### src/rtl/pwtx_pkg.sv
package pwtx_pkg;

  typedef enum logic [2:0] {
    ST_IDLE,
    ST_GAP,
    ST_PAUSE,
    ST_MARK,
    ST_CLOSE
  } seq_state_e;

endpackage

### src/rtl/pwtx_timebase.sv
module pwtx_timebase #(
  parameter int TS_W      = 16,
  parameter int GAP_TICKS = 330
) (
  input  logic            clk,
  input  logic            rst_n,
  input  logic            idle_i,
  input  logic            end_i,
  input  logic [TS_W-1:0] end_stamp_i,
  output logic [TS_W-1:0] now_o,
  output logic [TS_W-1:0] last_end_o,
  output logic            gap_ok_o
);

  localparam logic [TS_W-1:0] GAP_T = TS_W'(GAP_TICKS);

  logic [TS_W-1:0] now_q, now_d;
  logic [TS_W-1:0] last_end_q, last_end_d;
  logic            gap_met_q, gap_met_d;
  logic [TS_W-1:0] elapsed;
  logic            elapsed_ok;

  assign elapsed    = now_q - last_end_q;
  assign elapsed_ok = (elapsed >= GAP_T);

  always_comb begin
    now_d      = now_q + TS_W'(1);
    last_end_d = last_end_q;
    gap_met_d  = gap_met_q;
    if (end_i) begin
      last_end_d = end_stamp_i;
      gap_met_d  = 1'b0;
    end else if (idle_i && elapsed_ok) begin
      gap_met_d  = 1'b1;
    end
  end

  always_ff @(posedge clk or negedge rst_n) begin
    if (!rst_n) begin
      now_q      <= '0;
      last_end_q <= '0;
      gap_met_q  <= 1'b0;
    end else begin
      now_q      <= now_d;
      last_end_q <= last_end_d;
      gap_met_q  <= gap_met_d;
    end
  end

  assign now_o      = now_q;
  assign last_end_o = last_end_q;
  assign gap_ok_o   = gap_met_q | elapsed_ok;

  // Right after a frame end, the quiet interval has not elapsed yet.
  assert_gap_restart_R4: assert property (@(posedge clk) disable iff (!rst_n)
    end_i |=> !gap_met_q);

endmodule

### src/rtl/pwtx_serializer.sv
module pwtx_serializer #(
  parameter int MAX_BITS = 32,
  localparam int LEN_W   = $clog2(MAX_BITS + 1)
) (
  input  logic                clk,
  input  logic                rst_n,
  input  logic                load_i,
  input  logic [MAX_BITS-1:0] frame_i,
  input  logic [LEN_W-1:0]    len_i,
  input  logic                take_i,
  input  logic                ks_bit_i,
  output logic                bit_o,
  output logic                empty_o,
  output logic                ks_adv_o
);

  localparam logic [LEN_W-1:0] MAX_LEN = LEN_W'(MAX_BITS);

  logic [MAX_BITS-1:0] shreg_q, shreg_d;
  logic [LEN_W-1:0]    remain_q, remain_d;
  logic                adv_q, adv_d;

  always_comb begin
    shreg_d  = shreg_q;
    remain_d = remain_q;
    adv_d    = take_i;
    if (load_i) begin
      shreg_d  = frame_i;
      remain_d = (len_i > MAX_LEN) ? MAX_LEN : len_i;
    end else if (take_i) begin
      shreg_d  = {1'b0, shreg_q[MAX_BITS-1:1]};
      remain_d = remain_q - LEN_W'(1);
    end
  end

  always_ff @(posedge clk or negedge rst_n) begin
    if (!rst_n) begin
      shreg_q  <= '0;
      remain_q <= '0;
      adv_q    <= 1'b0;
    end else begin
      shreg_q  <= shreg_d;
      remain_q <= remain_d;
      adv_q    <= adv_d;
    end
  end

  // LSB first, whitened with the live keystream bit
  assign bit_o    = shreg_q[0] ^ ks_bit_i;
  assign empty_o  = (remain_q == '0);
  assign ks_adv_o = adv_q;

  assert_take_has_bit_R5: assert property (@(posedge clk) disable iff (!rst_n)
    take_i |-> !empty_o);

  assert_adv_single_R6: assert property (@(posedge clk) disable iff (!rst_n)
    ks_adv_o |=> !ks_adv_o);

endmodule

### src/rtl/pwtx_sequencer.sv
module pwtx_sequencer
  import pwtx_pkg::*;
#(
  parameter int TS_W        = 16,
  parameter int PAUSE_TICKS = 30,
  parameter int ONE_TICKS   = 150,
  parameter int ZERO_TICKS  = 90,
  parameter int GAP_TICKS   = 330
) (
  input  logic            clk,
  input  logic            rst_n,
  input  logic            start_i,
  input  logic [TS_W-1:0] now_i,
  input  logic [TS_W-1:0] last_end_i,
  input  logic            gap_ok_i,
  input  logic            empty_i,
  input  logic            bit_i,
  output logic            load_o,
  output logic            take_o,
  output logic            end_o,
  output logic [TS_W-1:0] end_stamp_o,
  output logic            mod_o,
  output logic            busy_o,
  output logic            done_o
);

  localparam logic [TS_W-1:0] PAUSE_T = TS_W'(PAUSE_TICKS);
  localparam logic [TS_W-1:0] ONE_T   = TS_W'(ONE_TICKS - PAUSE_TICKS);
  localparam logic [TS_W-1:0] ZERO_T  = TS_W'(ZERO_TICKS - PAUSE_TICKS);
  localparam logic [TS_W-1:0] GAP_T   = TS_W'(GAP_TICKS);

  seq_state_e      state_q, state_d;
  logic [TS_W-1:0] dl_q, dl_d;
  logic            cur_bit_q, cur_bit_d;
  logic            done_q, done_d;
  logic            hit;

  assign hit = (now_i == dl_q);

  always_comb begin
    state_d   = state_q;
    dl_d      = dl_q;
    cur_bit_d = cur_bit_q;
    done_d    = 1'b0;
    load_o    = 1'b0;
    take_o    = 1'b0;
    end_o     = 1'b0;
    unique case (state_q)
      ST_IDLE: begin
        if (start_i) begin
          load_o  = 1'b1;
          state_d = ST_GAP;
          dl_d    = gap_ok_i ? (now_i + TS_W'(1)) : (last_end_i + GAP_T);
        end
      end
      ST_GAP, ST_MARK: begin
        if (hit) begin
          dl_d = dl_q + PAUSE_T;
          if (empty_i) begin
            state_d = ST_CLOSE;
          end else begin
            state_d   = ST_PAUSE;
            take_o    = 1'b1;
            cur_bit_d = bit_i;
          end
        end
      end
      ST_PAUSE: begin
        if (hit) begin
          state_d = ST_MARK;
          dl_d    = dl_q + (cur_bit_q ? ONE_T : ZERO_T);
        end
      end
      ST_CLOSE: begin
        if (hit) begin
          state_d = ST_IDLE;
          end_o   = 1'b1;
          done_d  = 1'b1;
        end
      end
      default: state_d = ST_IDLE;
    endcase
  end

  always_ff @(posedge clk or negedge rst_n) begin
    if (!rst_n) begin
      state_q   <= ST_IDLE;
      dl_q      <= '0;
      cur_bit_q <= 1'b0;
      done_q    <= 1'b0;
    end else begin
      state_q   <= state_d;
      dl_q      <= dl_d;
      cur_bit_q <= cur_bit_d;
      done_q    <= done_d;
    end
  end

  assign end_stamp_o = dl_q;
  assign mod_o       = (state_q == ST_PAUSE) || (state_q == ST_CLOSE);
  assign busy_o      = (state_q != ST_IDLE);
  assign done_o      = done_q;

  // Phase-length counter used only by the checks below
  logic [TS_W-1:0] ph_cnt_q;
  always_ff @(posedge clk or negedge rst_n) begin
    if (!rst_n) ph_cnt_q <= '0;
    else if (state_d != state_q) ph_cnt_q <= '0;
    else ph_cnt_q <= ph_cnt_q + TS_W'(1);
  end

  assert_idle_carrier_on_R1: assert property (@(posedge clk) disable iff (!rst_n)
    !busy_o |-> !mod_o);

  assert_pause_len_R2: assert property (@(posedge clk) disable iff (!rst_n)
    ($past(state_q) == ST_PAUSE && state_q == ST_MARK) |->
      $past(ph_cnt_q) == PAUSE_T - TS_W'(1));

  assert_mark_len_R3: assert property (@(posedge clk) disable iff (!rst_n)
    ($past(state_q) == ST_MARK && state_q != ST_MARK) |->
      $past(ph_cnt_q) == ($past(cur_bit_q) ? ONE_T : ZERO_T) - TS_W'(1));

  assert_close_then_done_R7: assert property (@(posedge clk) disable iff (!rst_n)
    done_o |-> ($past(state_q) == ST_CLOSE && $past(ph_cnt_q) == PAUSE_T - TS_W'(1)));

  assert_done_one_cycle_R7: assert property (@(posedge clk) disable iff (!rst_n)
    done_o |=> !done_o);

endmodule

### src/rtl/pause_width_tx.sv
module pause_width_tx #(
  parameter int MAX_BITS    = 32,
  parameter int TS_W        = 16,
  parameter int PAUSE_TICKS = 30,
  parameter int ONE_TICKS   = 150,
  parameter int ZERO_TICKS  = 90,
  parameter int GAP_TICKS   = 330,
  localparam int LEN_W      = $clog2(MAX_BITS + 1)
) (
  input  logic                clk,
  input  logic                rst_n,
  input  logic                start_i,
  input  logic [MAX_BITS-1:0] frame_i,
  input  logic [LEN_W-1:0]    len_i,
  input  logic                ks_bit_i,
  output logic                ks_adv_o,
  output logic                mod_o,
  output logic                busy_o,
  output logic                done_o
);

  // Asynchronous assert, synchronous release
  logic rst_meta_n, rst_sn;
  always_ff @(posedge clk or negedge rst_n) begin
    if (!rst_n) begin
      rst_meta_n <= 1'b0;
      rst_sn     <= 1'b0;
    end else begin
      rst_meta_n <= 1'b1;
      rst_sn     <= rst_meta_n;
    end
  end

  logic [TS_W-1:0] now, last_end, end_stamp;
  logic            gap_ok, end_evt, load, take, empty, wbit;

  pwtx_timebase #(
    .TS_W      (TS_W),
    .GAP_TICKS (GAP_TICKS)
  ) u_timebase (
    .clk         (clk),
    .rst_n       (rst_sn),
    .idle_i      (!busy_o),
    .end_i       (end_evt),
    .end_stamp_i (end_stamp),
    .now_o       (now),
    .last_end_o  (last_end),
    .gap_ok_o    (gap_ok)
  );

  pwtx_serializer #(
    .MAX_BITS (MAX_BITS)
  ) u_serializer (
    .clk      (clk),
    .rst_n    (rst_sn),
    .load_i   (load),
    .frame_i  (frame_i),
    .len_i    (len_i),
    .take_i   (take),
    .ks_bit_i (ks_bit_i),
    .bit_o    (wbit),
    .empty_o  (empty),
    .ks_adv_o (ks_adv_o)
  );

  pwtx_sequencer #(
    .TS_W        (TS_W),
    .PAUSE_TICKS (PAUSE_TICKS),
    .ONE_TICKS   (ONE_TICKS),
    .ZERO_TICKS  (ZERO_TICKS),
    .GAP_TICKS   (GAP_TICKS)
  ) u_sequencer (
    .clk         (clk),
    .rst_n       (rst_sn),
    .start_i     (start_i),
    .now_i       (now),
    .last_end_i  (last_end),
    .gap_ok_i    (gap_ok),
    .empty_i     (empty),
    .bit_i       (wbit),
    .load_o      (load),
    .take_o      (take),
    .end_o       (end_evt),
    .end_stamp_o (end_stamp),
    .mod_o       (mod_o),
    .busy_o      (busy_o),
    .done_o      (done_o)
  );

  assert_adv_in_pause_R6: assert property (@(posedge clk) disable iff (!rst_sn)
    ks_adv_o |-> (mod_o && busy_o));

endmodule

### config.mk
export PLATFORM = sky130hd
export DESIGN_NAME = pause_width_tx
export DESIGN_NICKNAME = d
export VERILOG_FILES = /design/src/rtl/pwtx_pkg.sv /design/src/rtl/pwtx_timebase.sv /design/src/rtl/pwtx_serializer.sv /design/src/rtl/pwtx_sequencer.sv /design/src/rtl/pause_width_tx.sv
export SDC_FILE = /design/constraint.sdc
export NUM_CORES = 1
export LEC_CHECK = 0
export BUFFER_PORTS_ARGS = -buffer_cell sky130_fd_sc_hd__buf_2
export CORE_MARGIN = 4
export CORE_UTILIZATION = 65
export CTS_CLUSTER_SIZE = 25
export DETAILED_ROUTE_END_ITERATION = 10
export PLACE_DENSITY = 0.95
export SYNTH_ARGS = -nofsm -noshare
export SYNTH_HDL_FRONTEND = slang
export SYNTH_SLANG_ARGS = --single-unit
### constraint.sdc
create_clock -name clk -period 6.8 [get_ports clk]
set_input_delay 1.36 -clock clk [delete_from_list [all_inputs] [get_ports clk]]
set_output_delay 1.36 -clock clk [all_outputs]
set_load 0.02 [all_outputs]
; ---- Word-level counts from Yosys, hierarchy flattened
; Cells that the tools add are included.
[totals]
mem_bits_ro = 0
latchBits = 0
n_memories = 0
output_inout_bits = 4
word_cells = 71
regBits = 95
ram_bits = 0
[classes]
div_mod_pow = 0
mul = 0
shifts = 0
n_eq_ne = 9
addsub = 6
mux = 26
n_reduce_logical = 13
order_cmp = 2
bitwise_logic = 3
[ops]
columns = cell, count
row1 = two-way mux 16 bit, 4
row2 = two-way mux 32 bit, 2
row3 = one-hot mux 16 bit (3 select lines), 1
row4 = two-way mux 6 bit, 3
row5 = "adder 16 x 1 -> 16 bit, second input constant", 1
row6 = adder 16 bit, 1
row7 = "adder 16 x 5 -> 16 bit, second input constant", 1
row8 = "adder 16 x 9 -> 16 bit, second input constant", 1
row9 = == test 16 bit, 1
row10 = ">= comparator 16 x 9 -> 1 bit, second input constant", 1
row11 = subtractor 16 bit, 1
row12 = two-way mux 3 bit, 5
row13 = one-hot mux 3 bit (4 select lines), 1
row14 = two-way mux 1 bit, 9
row15 = AND reduction 4 bit, 2
row16 = two-way mux 7 bit, 1
row17 = "== test 3 x 2 -> 1 bit, second input constant", 2
row18 = "> comparator 6 bit, second input constant", 1
row19 = zero test 6 bit, 1
row20 = "inequality test 2 x 1 -> 1 bit, second input constant", 3
row21 = nonzero test 3 bit, 2
row22 = "subtractor 6 x 1 -> 6 bit, second input constant", 1
row23 = nonzero test 2 bit, 2
row24 = "== test 3 x 1 -> 1 bit, second input constant", 1
row25 = 11 further kinds, 11

; ---- Longest topological paths before layout
[depth]
word_depth = 6
ltp_mapped = 13
depth_no_buf = 12

; ---- By module
; A second synthesis with hierarchy kept.
[unflattened]
cells_unflattened = 720
area_unflattened_um2 = 6419.9
[modules_own_cells]
columns = mod, cells_per_inst, area_per_inst_um2, instances, seq_area_each_um2
row1 = pwtx_sequencer, 308, 2439.8, 1, 525.5
row2 = pwtx_timebase, 229, 2088.3, 1, 825.8
row3 = pwtx_serializer, 179, 1834.3, 1, 975.9
row4 = pause_width_tx, 4, 57.6, 1, 50.0

; ---- Worst setup path after synthesis
; OpenSTA, ideal clock, no wires.
[synth_timing]
kind = reg2reg
from = register u_timebase.now_q[0] (netlist: u_timebase.now_o[0])
to = register u_sequencer.dl_q[9] (netlist: u_sequencer.end_stamp_o[9])
arrival_time_ps = 3114
setup_slack_ps = 3604
period_less_slack_ps = 3196
path_stages_with_launch = 13
path_buffers = 0
required_time_ps = 6718
cell_sequence = dfrtp_1 -> inv_1 -> ha_1 -> inv_1 -> fa_1 -> a211oi_1 -> o21ai_1 -> a21oi_1 -> xnor2_1 -> a2111oi_4 -> nand4_4 -> or4_1 -> a31oi_1
[synth_between]
elab_chain_len = 6
word_cells_on_any_way = 11
cone_classes = add/sub (2) / order compare (1) / eq/ne (3) / mux (3) / bitwise (1) / reduce/logical (1)
[synth_lines]
columns = element, line
row1 = start: declaration, pwtx_timebase.sv:17  ; logic [TS_W-1:0] now_q, now_d;
row2 = start signal: assignment, pwtx_timebase.sv:44  ; now_q <= now_d;
row3 = subtractor 16 bit, pwtx_timebase.sv:23  ; assign elapsed = now_q - last_end_q;
row4 = >= comparator 16 x 9 -> 1 bit, pwtx_timebase.sv:24  ; assign elapsed_ok = (elapsed >= GAP_T);
row5 = bitwise OR 1 bit, pwtx_timebase.sv:52  ; assign gap_ok_o = gap_met_q | elapsed_ok;
row6 = two-way mux 16 bit, pwtx_sequencer.sv:53  ; dl_d = gap_ok_i ? (now_i + TS_W'(1)) : (last_end_i + GAP_T);
row7 = two-way mux 16 bit, pwtx_sequencer.sv:50  ; if (start_i) begin
row8 = one-hot mux 16 bit (3 select lines), pwtx_sequencer.sv:48  ; unique case (state_q)
row9 = end signal: assignment, pwtx_sequencer.sv:93  ; dl_q <= dl_d;
row10 = end: declaration, pwtx_sequencer.sv:33  ; logic [TS_W-1:0] dl_q, dl_d;
; Several ways; a longest one is shown, not always the timed one. The select of a mux whose other input is x is not followed.
; A chain may end at the register's enable or synchronous reset.

; ---- Final worst setup path
[layout_timing]
from = register u_timebase.now_q[0] (netlist: u_timebase.now_o[0])
to = register u_sequencer.dl_q[1] (netlist: u_sequencer.end_stamp_o[1])
; Same word-level chain as after synthesis.

==> Flow_metrics.wiki <==
{| class="wikitable"
! Metric !! Value
|-
| Longest individual stage delay on the worst path || 0.58 ns
|-
| Overall via count from detail_route || 6038
|-
| Clock buffer count from CTS || 9
|-
| Count of flip-flops with a built-in enable after synthesis || 0
|-
| Die height || 107 um
|-
| Average routed wire per standard cell || 18.1 um
|-
| Non-Filler Instances || 918
|-
| Largest voltage drop on the vdd net || 0.000126 V
|-
| Final clock period utilization by the worst path || 0.611
|-
| Overall power consumption || 0.000957 W
|-
| Area delta synth->final || 6.91%
|-
| CP Buf/Inv Count || 2
|-
| DP HPWL || 11.8 mm
|-
| Worst path slowest cell || and4_1
|-
| Final GP Congestion || 0.945
|-
| RSZ-0062 raised after global routing || false
|-
| Run status || finished, final reports clean
|-
| Via count of the first global-routing pass || 5626
|-
| Number of core rows || 35
|-
| Data arrival at the endpoint of the critical path || 4.42 ns
|-
| Worst hold slack after final layout || 0.310 ns
|-
| Number of H-tree branching levels || 3
|-
| Antenna violations before repair || 0
|-
| Buffers inserted by post-CTS timing repair || 0
|-
| Number of vias per cell after detailed routing || 6.58
|-
| First-pass GRT wire length || 27.3 mm
|-
| Count of boundary I/O pins || 46
|-
| Clock Pin Slew Worst Setup and Hold Paths || 0.11 ns
|-
| Data required time at the worst endpoint || 7.07 ns
|-
| Cells after DPL || 902
|-
| Power density over the cells || 141 nW/um^2
|-
| Die outline area || 11400 sq um
|-
| Maximum capacitance violations || 0
|-
| Leak || 3.01 nW
|-
| Antenna fix cells || 0
|-
| Most common cell after layout, fill and taps aside || nand2_1
|-
| Most common cell on crit path || inv_1
|-
| Total nets after synthesis || 834
|-
| Post-synth ARST share || 1.00
|-
| Mapped Cells || 769
|-
| Overall die width || 107 um
|-
| Most frequent cells in the layout || 114 x nand2_1, 94 x dfrtp_1, 78 x nor2_1
|-
| Remaining antenna violation count after routing || 0
|-
| CTS tree || built
|-
| Maximum fanout along the worst path || 11
|-
| Insertion delay of the later-clocked pin in the worst-skew pair || 0.37 ns
|-
| CTS Root Buffer Type || clkbuf_8
|-
| Residual overflow from global routing || 0
|-
| Share of synthesized area occupied by flip-flops and latches || 0.375
|-
| Post-route clock skew || 0.0154 ns
|-
| Number of nets in the layout || 849
|-
| Hold Violations, Final || 0
|-
| Routed Wire Length || 16.6 mm
|-
| Number of sinks handled by clock tree synthesis || 95
|-
| Number of distinct library cells after synthesis || 62
|-
| Synth warnings || 0
|-
| Setup TNS after final layout || 0 ns
|-
| Hold buffer count at CTS || 0
|-
| Pins over their slew limit || 0
|-
| Measured slew at the worst slew-check pin || 1.06 ns
|-
| Cells on worst reg2reg path || 12
|-
| Tmin final || 4.15 ns
|-
| Setup crit start kind || flip-flop
|-
| Series of cell instances along the critical path || inv_1, ha_1, inv_1, fa_1, a211oi_1, o21ai_1, a21oi_1, xnor2_1, a2111oi_4, and4_1, nand2_1, o311ai_0
|-
| Number of detailed-routing iterations run before antenna repair || 6
|-
| Max transition margin || 0.294
|-
| Bufs on Longest Clock Path || 2
|-
| Tot GR Track Use || 0.295
|-
| Starting utilization of the core area || 0.676
|-
| Post-Synthesis Mean Instance Area || 8.24 sq um
|-
| Most used flip-flop cell after synthesis || dfrtp_1
|-
| Remaining routing DRC violations || 0
|-
| Fmax || 241 MHz
|-
| Hold Path Class || reg -> async
|-
| Kind of capture point of the worst setup path || flip-flop
|-
| Netlist Area Pre-Place || 6340 sq um
|-
| Gate family responsible for the most delay along the worst path || compound AO/OA/AOI/OAI gates
|-
| CP Class || reg -> reg
|-
| Share of cells above drive strength 1 || 0.117
|-
| Number of DRC markers after the initial detailed-route iteration || 784
|-
| Maximum number of pins on one net before global-route repair || 73
|-
| Final setup viols || 0
|-
| CORE AREA || 9370 sq um
|-
| Number of port buffers || 45
|-
| Register bit total from synthesis || 95
|-
| Count of cells resized by post-cts repair || 0
|-
| Crit. path cell count || 12
|}
-- worst reg2reg max path, cell delays in order, from the launching register on --
cell and delay, ns:
dfrtp_1 0.45, inv_1 0.13, ha_1 0.18, inv_1 0.06
fa_1 0.43, a211oi_1 0.49, o21ai_1 0.21, a21oi_1 0.22
xnor2_1 0.14, a2111oi_4 0.45, and4_1 0.58, nand2_1 0.31
o311ai_0 0.40
-- flip-flops by register name (all words and copies together) (netlist names), 3 cells and up --
signal and count:
u_timebase.last_end_o 16, u_timebase.now_o 16, u_sequencer.state_q 3, u_serializer.shreg_q 32
u_sequencer.end_stamp_o 16, u_serializer.remain_q 6
-- cell families after synthesis --
group / count (synthesis) / synth area share
AND/OR/NAND/NOR: 302 / 0.221
AO/OA/AOI/OAI: 198 / 0.205
flip-flops: 95 / 0.375
buffers and inverters: 80 / 0.0494
XOR/XNOR: 56 / 0.0774
adder cells (fa/ha/maj): 23 / 0.0466
multiplexers: 14 / 0.0247
other: 1 / 0.000592
-- where the power goes --
group | internal [W] | switching (W) | leakage (nW) | total, W
registers | 0.000565 | 0.00000471 | 1.12 | 0.000570
clock network | 0.000149 | 0.000215 | 0.0992 | 0.000364
logic | 0.0000107 | 0.0000127 | 1.80 | 0.0000234
-- Yosys cell counts (all sizes together) (18+ instances only) --
cell type | instances | area share
nor3 | 18 | 0.014
nand3 | 23 | 0.018
ha | 22 | 0.043
a31oi | 39 | 0.041
a21oi | 35 | 0.028
xnor2 | 28 | 0.039
o21ai | 46 | 0.036
dfrtp | 95 | 0.38
nor2 | 78 | 0.046
nand2 | 115 | 0.068
xor2 | 28 | 0.039
clkbuf | 40 | 0.024
inv | 33 | 0.020
-- stage by stage --
step	worst slack, ns	area [sq um]	util
after detailed placement	2.78	6590	0.703
after global routing	2.47	6780	0.723
after floorplan	3.60	6340	-
after CTS	2.74	6780	0.723
final	2.65	6780	0.723
after global placement	3.13	6590	0.703
-- layer usage --
| metal | wire length [um] | track usage |
|---|---|---|
| met5 | 0 | 0 |
| met4 | 514 | 0.0995 |
| met3 | 1430 | 0.0632 |
| met2 | 7840 | 0.471 |
| met1 | 6820 | 0.401 |
-- area by class of cell --
class | count | area (sq um)
Multi-Input combinational cell | 594 | 3650
Sequential cell | 95 | 2380
Tap cell | 129 | 161
Clock inverter | 6 | 51.3
Clock buffer | 10 | 138
Timing Repair Buffer | 51 | 270
Inverter | 33 | 124
Fill cell | 699 | 2600
-- path summary, 6_finish.rpt --
kind	from	end	slack (ns)
max	u_timebase.now_o[0]	u_sequencer.end_stamp_o[1]	2.65
min	rst_sn	u_timebase.now_o[14]	0.31
max reg2reg	u_timebase.now_o[0]	u_sequencer.end_stamp_o[1]	2.65
min reg2reg	rst_sn	u_timebase.now_o[14]	0.31
max in group asynchronous	rst_sn	u_serializer.shreg_q[17]	5.41
min in group clk	rst_meta_n	rst_sn	0.36
Power figures use the tool's default switching activity.
